`config.mk`:
```
export PLATFORM = sky130hd
export DESIGN_NAME = dsadc_port_ctrl
export DESIGN_NICKNAME = d
export VERILOG_FILES = /design/src/rtl/dsadc_port_pkg.sv /design/src/rtl/dsadc_sync.sv /design/src/rtl/dsadc_sckgen.sv /design/src/rtl/dsadc_shifter.sv /design/src/rtl/dsadc_seq.sv /design/src/rtl/dsadc_port_ctrl.sv
export SDC_FILE = /design/constraint.sdc
export NUM_CORES = 1
export LEC_CHECK = 0
export ABC_AREA = 1
export BUFFER_PORTS_ARGS = -buffer_cell sky130_fd_sc_hd__buf_4
export CAP_MARGIN = 30
export CORE_AREA = 2 2 91 84
export CTS_BUF_LIST = sky130_fd_sc_hd__clkbuf_16
export DETAILED_ROUTE_END_ITERATION = 12
export DIE_AREA = 0 0 93 86
export HOLD_SLACK_MARGIN = 0.08
export PLACE_DENSITY = 0.68
export RECOVER_POWER = 100
export SYNTH_ARGS = -nofsm -noshare
export SYNTH_HDL_FRONTEND = slang
export SYNTH_SLANG_ARGS = --single-unit
```
`constraint.sdc`:
```
create_clock -name clk -period 3 [get_ports clk]
set_input_delay 0.9 -clock clk [delete_from_list [all_inputs] [get_ports clk]]
set_output_delay 0.9 -clock clk [all_outputs]
set_load 0.01 [all_outputs]
```
`src/rtl/dsadc_port_pkg.sv`:
```
// Package: shared state encoding for the serial read-out controller.
// Assumes: two-bit state field visible at the top-level port.
package dsadc_port_pkg;
    typedef enum logic [1:0] {
        ST_CONV  = 2'b00,
        ST_SLEEP = 2'b01,
        ST_DATA  = 2'b10
    } port_state_e;
endpackage

```
`src/rtl/dsadc_sync.sv`:
```
// Multi-bit level synchronizer: a chain of STAGES flops per bit.
// Assumes: each bit is an independent slow level; INIT gives the reset level.
module dsadc_sync #(
    parameter int          W      = 1,
    parameter int          STAGES = 2,
    parameter logic [W-1:0] INIT  = '0
) (
    input  logic         clk,
    input  logic         rst_n,
    input  logic [W-1:0] d,
    output logic [W-1:0] q
);
    logic [W-1:0] stg [STAGES];

    // Shift the asynchronous input through the flop chain.
    always_ff @(posedge clk) begin
        if (!rst_n) begin
            for (int i = 0; i < STAGES; i++) stg[i] <= INIT;
        end else begin
            stg[0] <= d;
            for (int i = 1; i < STAGES; i++) stg[i] <= stg[i-1];
        end
    end

    assign q = stg[STAGES-1];
endmodule

```
`src/rtl/dsadc_sckgen.sv`:
```
// Internal serial clock generator: divides the timebase tick by 2*HALF.
// Assumes: run drops to reset the phase; output starts low when run rises.
module dsadc_sckgen #(
    parameter int HALF = 4
) (
    input  logic clk,
    input  logic rst_n,
    input  logic run,
    input  logic tick,
    output logic sck,
    output logic rise_ev,
    output logic fall_ev
);
    localparam int PH_W = (HALF > 1) ? $clog2(HALF) : 1;
    localparam logic [PH_W-1:0] PH_LAST = PH_W'(HALF - 1);

    logic [PH_W-1:0] ph;
    logic            flip;

    assign flip    = run && tick && (ph == PH_LAST);
    assign rise_ev = flip && !sck;
    assign fall_ev = flip && sck;

    // Count ticks within a half period and toggle the clock at its end.
    always_ff @(posedge clk) begin
        if (!rst_n || !run) begin
            ph  <= '0;
            sck <= 1'b0;
        end else if (tick) begin
            if (ph == PH_LAST) begin
                ph  <= '0;
                sck <= ~sck;
            end else begin
                ph <= ph + 1'b1;
            end
        end
    end


    sck_on_tick_chk: assert property (@(posedge clk) disable iff (!rst_n)
        (sck && !$past(sck)) |-> ($past(tick) && $past(run)));


    sck_idle_low_chk: assert property (@(posedge clk) disable iff (!rst_n)
        $past(!run) |-> !sck);
endmodule

```
`src/rtl/dsadc_shifter.sv`:
```
// Output frame register: loads the ready flag plus result, shifts MSB first.
// Assumes: load and shift never coincide; last marks the final bit in place.
module dsadc_shifter #(
    parameter int W = 32
) (
    input  logic         clk,
    input  logic         rst_n,
    input  logic         load,
    input  logic [W-2:0] word,
    input  logic         shift,
    output logic         msb,
    output logic         last
);
    localparam int CNT_W = $clog2(W);
    localparam logic [CNT_W-1:0] CNT_LAST = CNT_W'(W - 1);

    logic [W-1:0]     sreg;
    logic [CNT_W-1:0] cnt;

    // Capture a new frame or advance to the next bit.
    always_ff @(posedge clk) begin
        if (!rst_n) begin
            sreg <= '0;
            cnt  <= '0;
        end else if (load) begin
            sreg <= {1'b0, word};
            cnt  <= '0;
        end else if (shift) begin
            sreg <= {sreg[W-2:0], 1'b1};
            cnt  <= cnt + 1'b1;
        end
    end

    assign msb  = sreg[W-1];
    assign last = (cnt == CNT_LAST);


    ready_flag_first_chk: assert property (@(posedge clk) disable iff (!rst_n)
        load |=> !msb);


    no_load_shift_chk: assert property (@(posedge clk) disable iff (!rst_n)
        !(load && shift));
endmodule

```
`src/rtl/dsadc_seq.sv`:
```
// Cycle sequencer: convert -> sleep -> data -> convert, with abort.
// Assumes: events arrive synchronous, one cycle wide; tick paces conversion.
module dsadc_seq
    import dsadc_port_pkg::*;
#(
    parameter int CONV_TICKS = 20480
) (
    input  logic        clk,
    input  logic        rst_n,
    input  logic        tick,
    input  logic        cs_low,
    input  logic        cs_rise,
    input  logic        rise_ev,
    input  logic        fall_ev,
    input  logic        last_bit,
    output port_state_e st,
    output logic        load,
    output logic        shift
);
    localparam int CW = (CONV_TICKS > 1) ? $clog2(CONV_TICKS) : 1;
    localparam logic [CW-1:0] CNT_LAST = CW'(CONV_TICKS - 1);

    logic [CW-1:0] cnt;

    assign load  = (st == ST_CONV) && tick && (cnt == CNT_LAST);
    assign shift = (st == ST_DATA) && fall_ev && !cs_rise;

    // Advance the state and count conversion ticks.
    always_ff @(posedge clk) begin
        if (!rst_n) begin
            st  <= ST_CONV;
            cnt <= '0;
        end else begin
            unique case (st)
                ST_CONV: if (tick) begin
                    if (cnt == CNT_LAST) begin
                        cnt <= '0;
                        st  <= ST_SLEEP;
                    end else begin
                        cnt <= cnt + 1'b1;
                    end
                end
                ST_SLEEP: if (cs_low && rise_ev) st <= ST_DATA;
                ST_DATA: begin
                    if (cs_rise)                  st <= ST_CONV;
                    else if (fall_ev && last_bit) st <= ST_CONV;
                end
                default: st <= ST_CONV;
            endcase
        end
    end


    data_from_sleep_chk: assert property (@(posedge clk) disable iff (!rst_n)
        (st == ST_DATA && $past(st) != ST_DATA) |-> $past(st) == ST_SLEEP);


    sleep_after_conv_chk: assert property (@(posedge clk) disable iff (!rst_n)
        (st == ST_SLEEP && $past(st) == ST_CONV) |-> ($past(cnt) == CNT_LAST && $past(tick)));


    abort_chk: assert property (@(posedge clk) disable iff (!rst_n)
        (st == ST_DATA && cs_rise) |=> st == ST_CONV);
endmodule

```
`src/rtl/dsadc_port_ctrl.sv`:
```
// Top: serial read-out controller for a delta-sigma converter.
// Synchronizes the pins, picks the clock source, drives status and data.
// Assumes: conv_tick is a one-cycle pulse; pins are slow against clk.
module dsadc_port_ctrl
    import dsadc_port_pkg::*;
#(
    parameter int WORD_W      = 32,
    parameter int CONV_TICKS  = 20480,
    parameter int SCK_DIV     = 8,
    parameter int SYNC_STAGES = 2
) (
    input  logic              clk,
    input  logic              rst_n,
    input  logic              conv_tick,
    input  logic [WORD_W-2:0] conv_word,
    input  logic              cs_n,
    input  logic              sck_i,
    output logic              sdo,
    output logic              sdo_oe,
    output logic              sck_o,
    output logic              sck_oe,
    output logic              sck_pu,
    output logic [1:0]        state
);
    localparam int HALF  = SCK_DIV / 2;
    localparam int POR_N = SYNC_STAGES + 1;
    localparam int POR_W = $clog2(POR_N + 1);

    logic [1:0]       pins_s;
    logic             cs_s, sck_s, cs_q, sck_q;
    logic             cs_low, cs_fall, cs_rise;
    logic             mode_int, por_pend;
    logic [POR_W-1:0] por_cnt;
    logic             gen_run, gen_rise, gen_fall;
    logic             ext_rise, ext_fall, rise_ev, fall_ev;
    logic             load, shift, msb, last_bit;
    port_state_e      st;

    dsadc_sync #(.W(2), .STAGES(SYNC_STAGES), .INIT(2'b11)) u_sync (
        .clk(clk), .rst_n(rst_n), .d({cs_n, sck_i}), .q(pins_s)
    );
    assign cs_s  = pins_s[1];
    assign sck_s = pins_s[0];

    // Keep the previous synchronized pin levels for edge detection.
    always_ff @(posedge clk) begin
        if (!rst_n) begin
            cs_q  <= 1'b1;
            sck_q <= 1'b1;
        end else begin
            cs_q  <= cs_s;
            sck_q <= sck_s;
        end
    end

    assign cs_low   = !cs_s;
    assign cs_fall  = cs_q && !cs_s;
    assign cs_rise  = !cs_q && cs_s;
    assign ext_rise = !mode_int && cs_low && sck_s && !sck_q;
    assign ext_fall = !mode_int && cs_low && !sck_s && sck_q;

    // Select the clock source at power-up settle and on chip-select falls.
    always_ff @(posedge clk) begin
        if (!rst_n) begin
            mode_int <= 1'b1;
            por_pend <= 1'b1;
            por_cnt  <= '0;
        end else begin
            if (por_pend) begin
                if (por_cnt == POR_W'(POR_N)) begin
                    por_pend <= 1'b0;
                    mode_int <= sck_s;
                end else begin
                    por_cnt <= por_cnt + 1'b1;
                end
            end else if (cs_fall) begin
                mode_int <= sck_s;
            end
        end
    end

    assign gen_run = mode_int && cs_low && (st != ST_CONV);

    dsadc_sckgen #(.HALF(HALF)) u_sckgen (
        .clk(clk), .rst_n(rst_n), .run(gen_run), .tick(conv_tick),
        .sck(sck_o), .rise_ev(gen_rise), .fall_ev(gen_fall)
    );

    assign rise_ev = mode_int ? gen_rise : ext_rise;
    assign fall_ev = mode_int ? gen_fall : ext_fall;

    dsadc_seq #(.CONV_TICKS(CONV_TICKS)) u_seq (
        .clk(clk), .rst_n(rst_n), .tick(conv_tick), .cs_low(cs_low),
        .cs_rise(cs_rise), .rise_ev(rise_ev), .fall_ev(fall_ev),
        .last_bit(last_bit), .st(st), .load(load), .shift(shift)
    );

    dsadc_shifter #(.W(WORD_W)) u_shift (
        .clk(clk), .rst_n(rst_n), .load(load), .word(conv_word),
        .shift(shift), .msb(msb), .last(last_bit)
    );

    assign sdo    = (st == ST_CONV) ? 1'b1 : msb;
    assign sdo_oe = cs_low;
    assign sck_oe = mode_int && cs_low;
    assign sck_pu = mode_int;
    assign state  = st;


    mode_change_chk: assert property (@(posedge clk) disable iff (!rst_n)
        (mode_int != $past(mode_int)) |-> ($past(cs_fall) || $past(por_pend)));


    frame_end_chk: assert property (@(posedge clk) disable iff (!rst_n)
        (st == ST_CONV && $past(st) == ST_DATA && !$past(cs_rise)) |-> $past(last_bit));
endmodule

```
# Word-level counts from Yosys, hierarchy flattened
# Memory sizes are Yosys's and may differ from the RTL's.
# Cells that the tools add are included.
word_totals:
  regBits: 63
  latchBits: 0
  mem_bits_rw: 4
  rom_bits: 0
  in_bits: 36
  output_inout_bits: 7
  wordCells: 94
  memories: 1
op_classes:
  n_addsub: 4
  mul: 0
  n_div: 0
  order_cmp: 0
  eq_ne: 11
  shifts: 0
  muxes: 22
  bitwise: 5
  reduce_logical: 39
memory_table:
  columns: ["name", "words", "width", "read_ports", "rd_ports_with_merged_regs", "wr", "line_no", "text"]
  rows:
  - ["u_sync.stg", 2, 2, 2, 0, 2, "dsadc_sync.sv:13", "logic [W-1:0] stg [STAGES];"]
op_table:
  columns: ["op", "n"]
  rows:
  - ["$mux W31", 2]
  - ["$logic_and A1 B1 Y1", 19]
  - ["$mux W2", 8]
  - ["$add A15 B1 Y15 const B", 1]
  - ["$eq A15 B15 Y1 const B", 1]
  - ["$mux W15", 1]
  - ["$mux W1", 10]
  - ["$logic_not A1 Y1", 9]
  - ["$reduce_and A2 Y1", 4]
  - ["$eq A2 B2 Y1 const B", 3]
  - ["$ne A2 B1 Y1 const B", 3]
  - ["$pmux W2 S3", 1]
  - ["$reduce_bool A2 Y1", 3]
  - ["$add A5 B1 Y5 const B", 1]
  - ["$eq A5 B5 Y1 const B", 1]
  - ["$add A2 B1 Y2 const B", 2]
  - ["$reduce_and A4 Y1", 1]
  - ["$ne A3 B2 Y1 const B", 1]
  - ["$not A1 Y1", 3]
  - ["$eq A2 B1 Y1 const B", 1]
  - ["$logic_not A2 Y1", 1]
  - ["$ne A2 B2 Y1 const B", 1]
  - ["$or A1 B1 Y1", 2]
  - ["$reduce_or A2 Y1", 1]
  - ["$logic_or A1 B1 Y1", 1]

# Logic depth before layout (Yosys ltp)
# Gate-level depths: netlist of the first run.
# An unclocked memory read counts as a cell.
depth:
  ltp_word: 12
  depth_mapped: 11
  mapped_depth_nobuf: 10

# Cells and area by module
# Synthesis of the first run repeated with hierarchy kept, for this count alone.
unflattened:
  hier_cells: 483
  hier_area_um2: 3355.7
by_module_without_submodules:
  columns: ["module", "instances", "cells_each", "area_per_inst_um2", "seq_area_each_um2"]
  rows:
  - ["dsadc_shifter", 1, 271, 1835.5, 740.7]
  - ["dsadc_seq", 1, 134, 953.4, 340.3]
  - ["dsadc_port_ctrl", 1, 40, 281.5, 120.1]
  - ["dsadc_sckgen", 1, 24, 160.2, 60.1]
  - ["dsadc_sync", 1, 14, 125.1, 80.1]

# Worst setup path before layout of the first run
# No wires, ideal clock.
synth_path:
  path_kind: "input -> register"
  from: "in conv_tick"
  to: "reg u_shift.sreg[18]"
  setup_ps: 132
  arrival_ps: 1694
  required_ps: 2868
  slack_ps: 1174
  stages: 8
  path_buffers: 1
  path_cell_list: "inv_2 > nor2_4 > nand3_2 > nor2_2 > buf_4 > nand3_1 > nand2_1 > a21oi_1"
synth_via:
  elab_chain_cells: 7
  word_cells_on_any_way: 10
  classes_between: "mux: 2; reduce/logical: 8"
synth_lines:
  columns: ["element", "line_no", "text"]
  rows:
  - ["from (decl)", "dsadc_port_ctrl.sv:14", "input logic conv_tick,"]
  - ["$logic_and A1 B1 Y1 (2 in series)", "dsadc_sckgen.sv:20", "assign flip = run && tick && (ph == PH_LAST);"]
  - ["$logic_and A1 B1 Y1", "dsadc_sckgen.sv:22", "assign fall_ev = flip && sck;"]
  - ["$mux W1", "dsadc_port_ctrl.sv:90", "assign fall_ev = mode_int ? gen_fall : ext_fall;"]
  - ["$logic_and A1 B1 Y1 (2 in series)", "dsadc_seq.sv:26", "assign shift = (st == ST_DATA) && fall_ev && !cs_rise;"]
  - ["$reduce_bool A2 Y1 (no source line)", null, null]
  - ["to (signal assigned)", "dsadc_shifter.sv:26", "sreg <= {1'b0, word};"]
  - ["to (signal assigned)", "dsadc_shifter.sv:29", "sreg <= {sreg[W-2:0], 1'b1};"]
  - ["to (decl)", "dsadc_shifter.sv:17", "logic [W-1:0] sreg;"]
# Parallel ways exist; a longest one is shown, timed or not.
# A chain may end at the register's enable or synchronous reset.

# Worst setup path in the final report of the first run
layout_path:
  from: "in conv_tick"
  to: "reg u_seq.cnt[7]"
layout_via:
  elab_chain_cells: 1
layout_lines:
  columns: ["element", "line_no", "text"]
  rows:
  - ["$reduce_and A2 Y1 (no source line)", null, null]
  - ["to (signal assigned)", "dsadc_seq.sv:40", "cnt <= cnt + 1'b1;"]
  - ["to (decl)", "dsadc_seq.sv:23", "logic [CW-1:0] cnt;"]
# Every way passes these cells.

==> metrics.yaml, run 1 <==
peakVddDrop_v: 0.000284
postCtsSetupBuffers: 0
path_class: "in2reg"
fin_crit_sh_pct: 81.6
nNetsFinal: 565
powerDensity_mw_per_mm2: 511
final_common_cell: "nand3_1"
rsz0062_at_grt: "false"
grt_max_degree: 40
grt_pass1_vias: 2939
die_h_um: 86
hold_viol: 0
worstMarginPinSlew_ns: 0.855
register_area_mm2: 0.00134
ios: 43
grt_pass1_wl_um: 13400
tns_ns: 0
cap_violations: 0
num_rows: 29
mostFrequentLayoutCells: "123 x nand3_1, 88 x nand2_1, 67 x dfxtp_1"
ant_nets: 0
max_freq_mhz: 409
drt_first_pass_iters: 4
crit_chain: "buf_4, inv_2, nor2_4, clkbuf_1, nand3_2, nand2_1, inv_1, o21ai_0, nor2_1"
dp_hpwl_um: 5150
setup_viol: 0
worst_slew_margin_rel_pct: 43.0
worst-path-max-fanout: 17
antenna_cells: 0
ys_seq_elements: 67
cts_tree: "done"
worst-r2r-setup-slack_ns: 0.78
initial_utilization_pct: 48.2
yosysTopAreaCell: "dfxtp_1"
post_drt_wl_per_cell_um: 12.7
max_stage_delay_ns: 0.66
route.detailed.drc: 0
syn_area_per_cell_um2: 6.88
cts_resized: 0
cts_root_buf: "clkbuf_16"
slew_viol_final: 0
antenna_found_initial: 0
grt_usage_pct: 20.9
fin_crit_ns: 2.45
yosysTopAreaCellShare_pct: 39.9
syn-cell-area_mm2: 0.00336
skew_ns: 0.00643
placed_cells: 606
globalplace.congestion: 0.835
routed_wl_um: 7890
clk_pin_slew_ns: 0.05
finalNonFillerCells: 622
clk_latency_ns: 0.33
cp-start-kind: "primary input"
hold_path.class: "reg2reg"
io_buffers: 42
multi_input_area_mm2: 0.00162
arrival_ns: 2.67
drtIter0Drc: 170
place_area_mm2: 0.00370
grt-ovfl-total: 0
numCtsBuffers: 9
syn_inst: 488
drive_gt1_share_pct: 15.1
vias: 3201
via_per_inst: 5.15
fill_cells: 713
final_area_mm2: 0.00394
htreeDepth: 3
hold_buffers: 0
ys_warn_count: 0
cts_sinks: 67
outcome: "finished clean"
clock_path_buffers: 2
synth.distinct_cells: 26
cp-end-kind: "flip-flop"
coreArea_mm2: 0.00697
syn_nets: 529
dieWidth_um: 93
die_area_mm2: 0.00800
yosysSeqAreaShare_pct: 39.9
required_ns: 3.22
cpMaxStageDelayCell: "clkbuf_1"
p_leak_nw: 1.80
syn_to_final_growth_pct: 17.2
netlist_top_cells_area: "dfxtp_1 40%, nand3_1 18%, nand2_1 9.8%, inv_1 7.0%, a21oi_1 4.2%"
## logic make-up (layout without fill, tap and decap cells)
logic type | Yosys count | after routing | share of synthesized area [%]
flip-flops | 67 | 67 | 39.9
XOR/XNOR | 3 | 3 | 0.783
AO/OA/AOI/OAI | 41 | 41 | 6.41
AND/OR/NAND/NOR | 281 | 281 | 39.1
buffers and inverters | 91 | 132 | 11.9
adder cells (fa/ha/maj) | 5 | 5 | 1.86
## final timing paths
| kind | start | to | cells after the start |
|---|---|---|---|
| hold / removal | u_sync.stg[0][0]$_SDFF_PN1_ | u_sync.stg[0][2]$_SDFF_PN1_ | 1 |
| setup reg to reg | u_seq.st[1]$_SDFFE_PN0P_ | u_seq.cnt[7]$_SDFFE_PN0P_ | 9 |
| hold reg to reg | u_sync.stg[0][0]$_SDFF_PN1_ | u_sync.stg[0][2]$_SDFF_PN1_ | 1 |
| setup / recovery | conv_tick | u_seq.cnt[7]$_SDFFE_PN0P_ | 9 |
## per-layer routing
| metal | vias up | wire (um) | GRT usage [%] |
|---|---|---|---|
| li1 | 1661 | - | - |
| met3 | 11 | 485 | 5.80 |
| met4 | 0 | 102 | 6.68 |
| met1 | 1444 | 3590 | 28.3 |
| met5 | - | 0 | 0 |
| met2 | 85 | 3710 | 32.5 |
## critical path, delay by kind of cell
family | cells | cell delay [ns]
buffers and inverters | 4 | 0.93
and+or+nand+nor | 4 | 0.73
AOI/OAI and AO/OA | 1 | 0.10
## metrics by stage
step                power, mW  hold slack (ns)  util [%]  setup slack [ns]
CTS                      2.04            0.411      57.0             0.782
finish                   2.01            0.410      56.5             0.553
global placement         1.08            0.399      53.1             0.667
detailed placement       1.09            0.398      53.1             0.604
floorplan                1.02            0.393         -              1.17
global route             2.09            0.449      56.5             0.353
## where the power goes
group | switching [mW] | internal, mW | total, mW
logic | 0.0731 | 0.0603 | 0.133
clock network | 0.393 | 0.555 | 0.947
registers | 0.0152 | 0.915 | 0.930
## state kept, by name, summed over array words and instances, names as in the netlist
name / count
u_shift.sreg: 32
u_seq.cnt: 15
u_shift.cnt: 5
u_sync.stg: 4
por_cnt: 2
u_sckgen.ph: 2
u_seq.st: 2
cs_q: 1
por_pend: 1
sck_pu: 1
sck_q: 1
u_sckgen.sck: 1
## synth_stat cells (all sizes together)
library cell,instances
buf,18
dfxtp,67
nand4,6
or2,8
nand3,125
and2,1
nor2,42
o21bai,2
nor3,7
clkbuf,7
nand2,91
ha,5
a21oi,28
o21ai,9
o211ai,2
xor2,3
nor3b,1
inv,66
## cell type report
cell class	count	share of cell area [%]
flip-flops and latches	67	34.1
clock buffers	9	5.72
inverters	66	6.29
clock inverters	7	1.14
multi-input cells	330	41.1
repair buffers	50	8.71
well taps	93	2.96
Note: power is estimated with default switching activity, not from simulation.
==> inputs of run 2 (changes only) <==
Clock period 3 ns to 2.5 ns, I/O delays scaled along.
==> metrics.yaml, run 2 (synthesis results as in run 1) <==
outcome: "finished clean"
dieWidth_um: 93
clk_latency_ns: 0.33
grt_usage_pct: 21.0
postCtsSetupBuffers: 0
globalplace.congestion: 0.850
final_common_cell: "nand3_1"
grt_max_degree: 40
slew_viol_final: 0
required_ns: 2.78
numCtsBuffers: 9
cp-start-kind: "primary input"
cap_violations: 0
num_rows: 29
cts_resized: 0
die_h_um: 86
hold_path.class: "reg2reg"
largest_reg_flops: 32
place_area_mm2: 0.00372
path_class: "in2reg"
peakVddDrop_v: 0.000457
route.met2.wl_um: 3790
cp-end-kind: "flip-flop"
r2r-start: "u_seq.st[1]$_SDFFE_PN0P_"
worst-r2r-setup-slack_ns: 0.47
antenna_found_initial: 0
max_freq_mhz: 467
cts_tree: "done"
drt_first_pass_iters: 4
drtIter0Drc: 227
htreeDepth: 3
worstMarginPinSlew_ns: 0.697
final_area_mm2: 0.00400
nNetsFinal: 568
routed_wl_um: 8080
skew_ns: 0.00841
grt-ovfl-total: 0
fin_crit_sh_pct: 85.6
worst_slew_margin_rel_pct: 53.6
min_from: "u_sync.stg[0][1]$_SDFF_PN1_"
initial_utilization_pct: 48.2
coreArea_mm2: 0.00697
regMostFlops: "u_shift.sreg"
via_per_inst: 5.21
grt_pass1_wl_um: 13400
drive_gt1_share_pct: 14.8
hold_buffers: 0
io_buffers: 42
ant_nets: 0
clock_path_buffers: 2
hold_viol: 0
fin_crit_ns: 2.14
holdPathEnd: "u_sync.stg[0][3]$_SDFF_PN1_"
antenna_cells: 0
reg_top3: "u_shift.sreg (32), u_seq.cnt (15), u_shift.cnt (5)"
dp_hpwl_um: 5190
worst-path-max-fanout: 20
cts_root_buf: "clkbuf_16"
p_leak_nw: 1.84
holdPathStages: 1
arrival_ns: 2.42
wl_met3_um: 423
drt-met1-wl_um: 3790
setup_viol: 0
ios: 43
die_area_mm2: 0.00800
mostFrequentLayoutCells: "123 x nand3_1, 89 x nand2_1, 67 x dfxtp_1"
powerDensity_mw_per_mm2: 657
highest-signal-layer: "met4"
worst_r2r_path_depth: 10
r2r-end: "u_shift.sreg[27]$_SDFFE_PN0P_"
route.detailed.drc: 0
placed_cells: 609
holdWs_ns: 0.416
grt_pass1_vias: 2975
clk_pin_slew_ns: 0.06
vias: 3256
finalNonFillerCells: 625
rsz0062_at_grt: "false"
tns_ns: 0
post_drt_wl_per_cell_um: 12.9
syn_to_final_growth_pct: 19.0
cts_sinks: 67
## run 2: worst max-delay path by stage
stage	startpoint	to	slack (ns)	cells past startpoint
2_1_floorplan	conv_tick	u_shift.sreg[18]$_SDFFE_PN0P_	0.82	8
3_3_place_gp	conv_tick	u_shift.sreg[18]$_SDFFE_PN0P_	0.48	9
3_5_place_dp	conv_tick	u_shift.sreg[18]$_SDFFE_PN0P_	0.45	9
4_1_cts	u_seq.st[0]$_SDFFE_PN0P_	sdo	0.45	3
5_1_grt	conv_tick	u_shift.sreg[16]$_SDFFE_PN0P_	0.24	10
6_report	conv_tick	u_shift.sreg[27]$_SDFFE_PN0P_	0.36	10
## run 2: layer usage
metal	GRT usage, %	vias to the layer above
met2	33.4	87
met3	4.75	7
li1	-	1668
met1	27.8	1494
met5	0	-
met4	8.02	0
## run 2: critical path: stages
cell     delay, ns
buf_4         0.10
inv_1         0.07
nor2_1        0.52
nand3_2       0.26
nor2_2        0.13
buf_4         0.25
nand3_1       0.13
nand3_1       0.10
nand2_1       0.05
inv_1         0.05
## run 2: cell type report
class | instances | area, um2
repair buffers | 53 | 365
multi-input cells | 330 | 1610
inverters | 66 | 248
well taps | 93 | 116
clock buffers | 9 | 225
fillers | 684 | 2970
flip-flops and latches | 67 | 1340
clock inverters | 7 | 93.8
## run 2: through the flow
step	setup WS (ns)	util, %	power [mW]
CTS	0.455	58.0	2.65
global route	0.235	57.4	2.71
floorplan	0.824	-	1.23
global placement	0.477	53.4	1.30
detailed placement	0.454	53.4	1.31
finish	0.359	57.4	2.63
## run 2: power breakdown
part	total (mW)	switching (mW)	internal, mW
Combinational	0.160	0.0876	0.0724
Clock	1.35	0.478	0.870
Sequential	1.12	0.0201	1.10
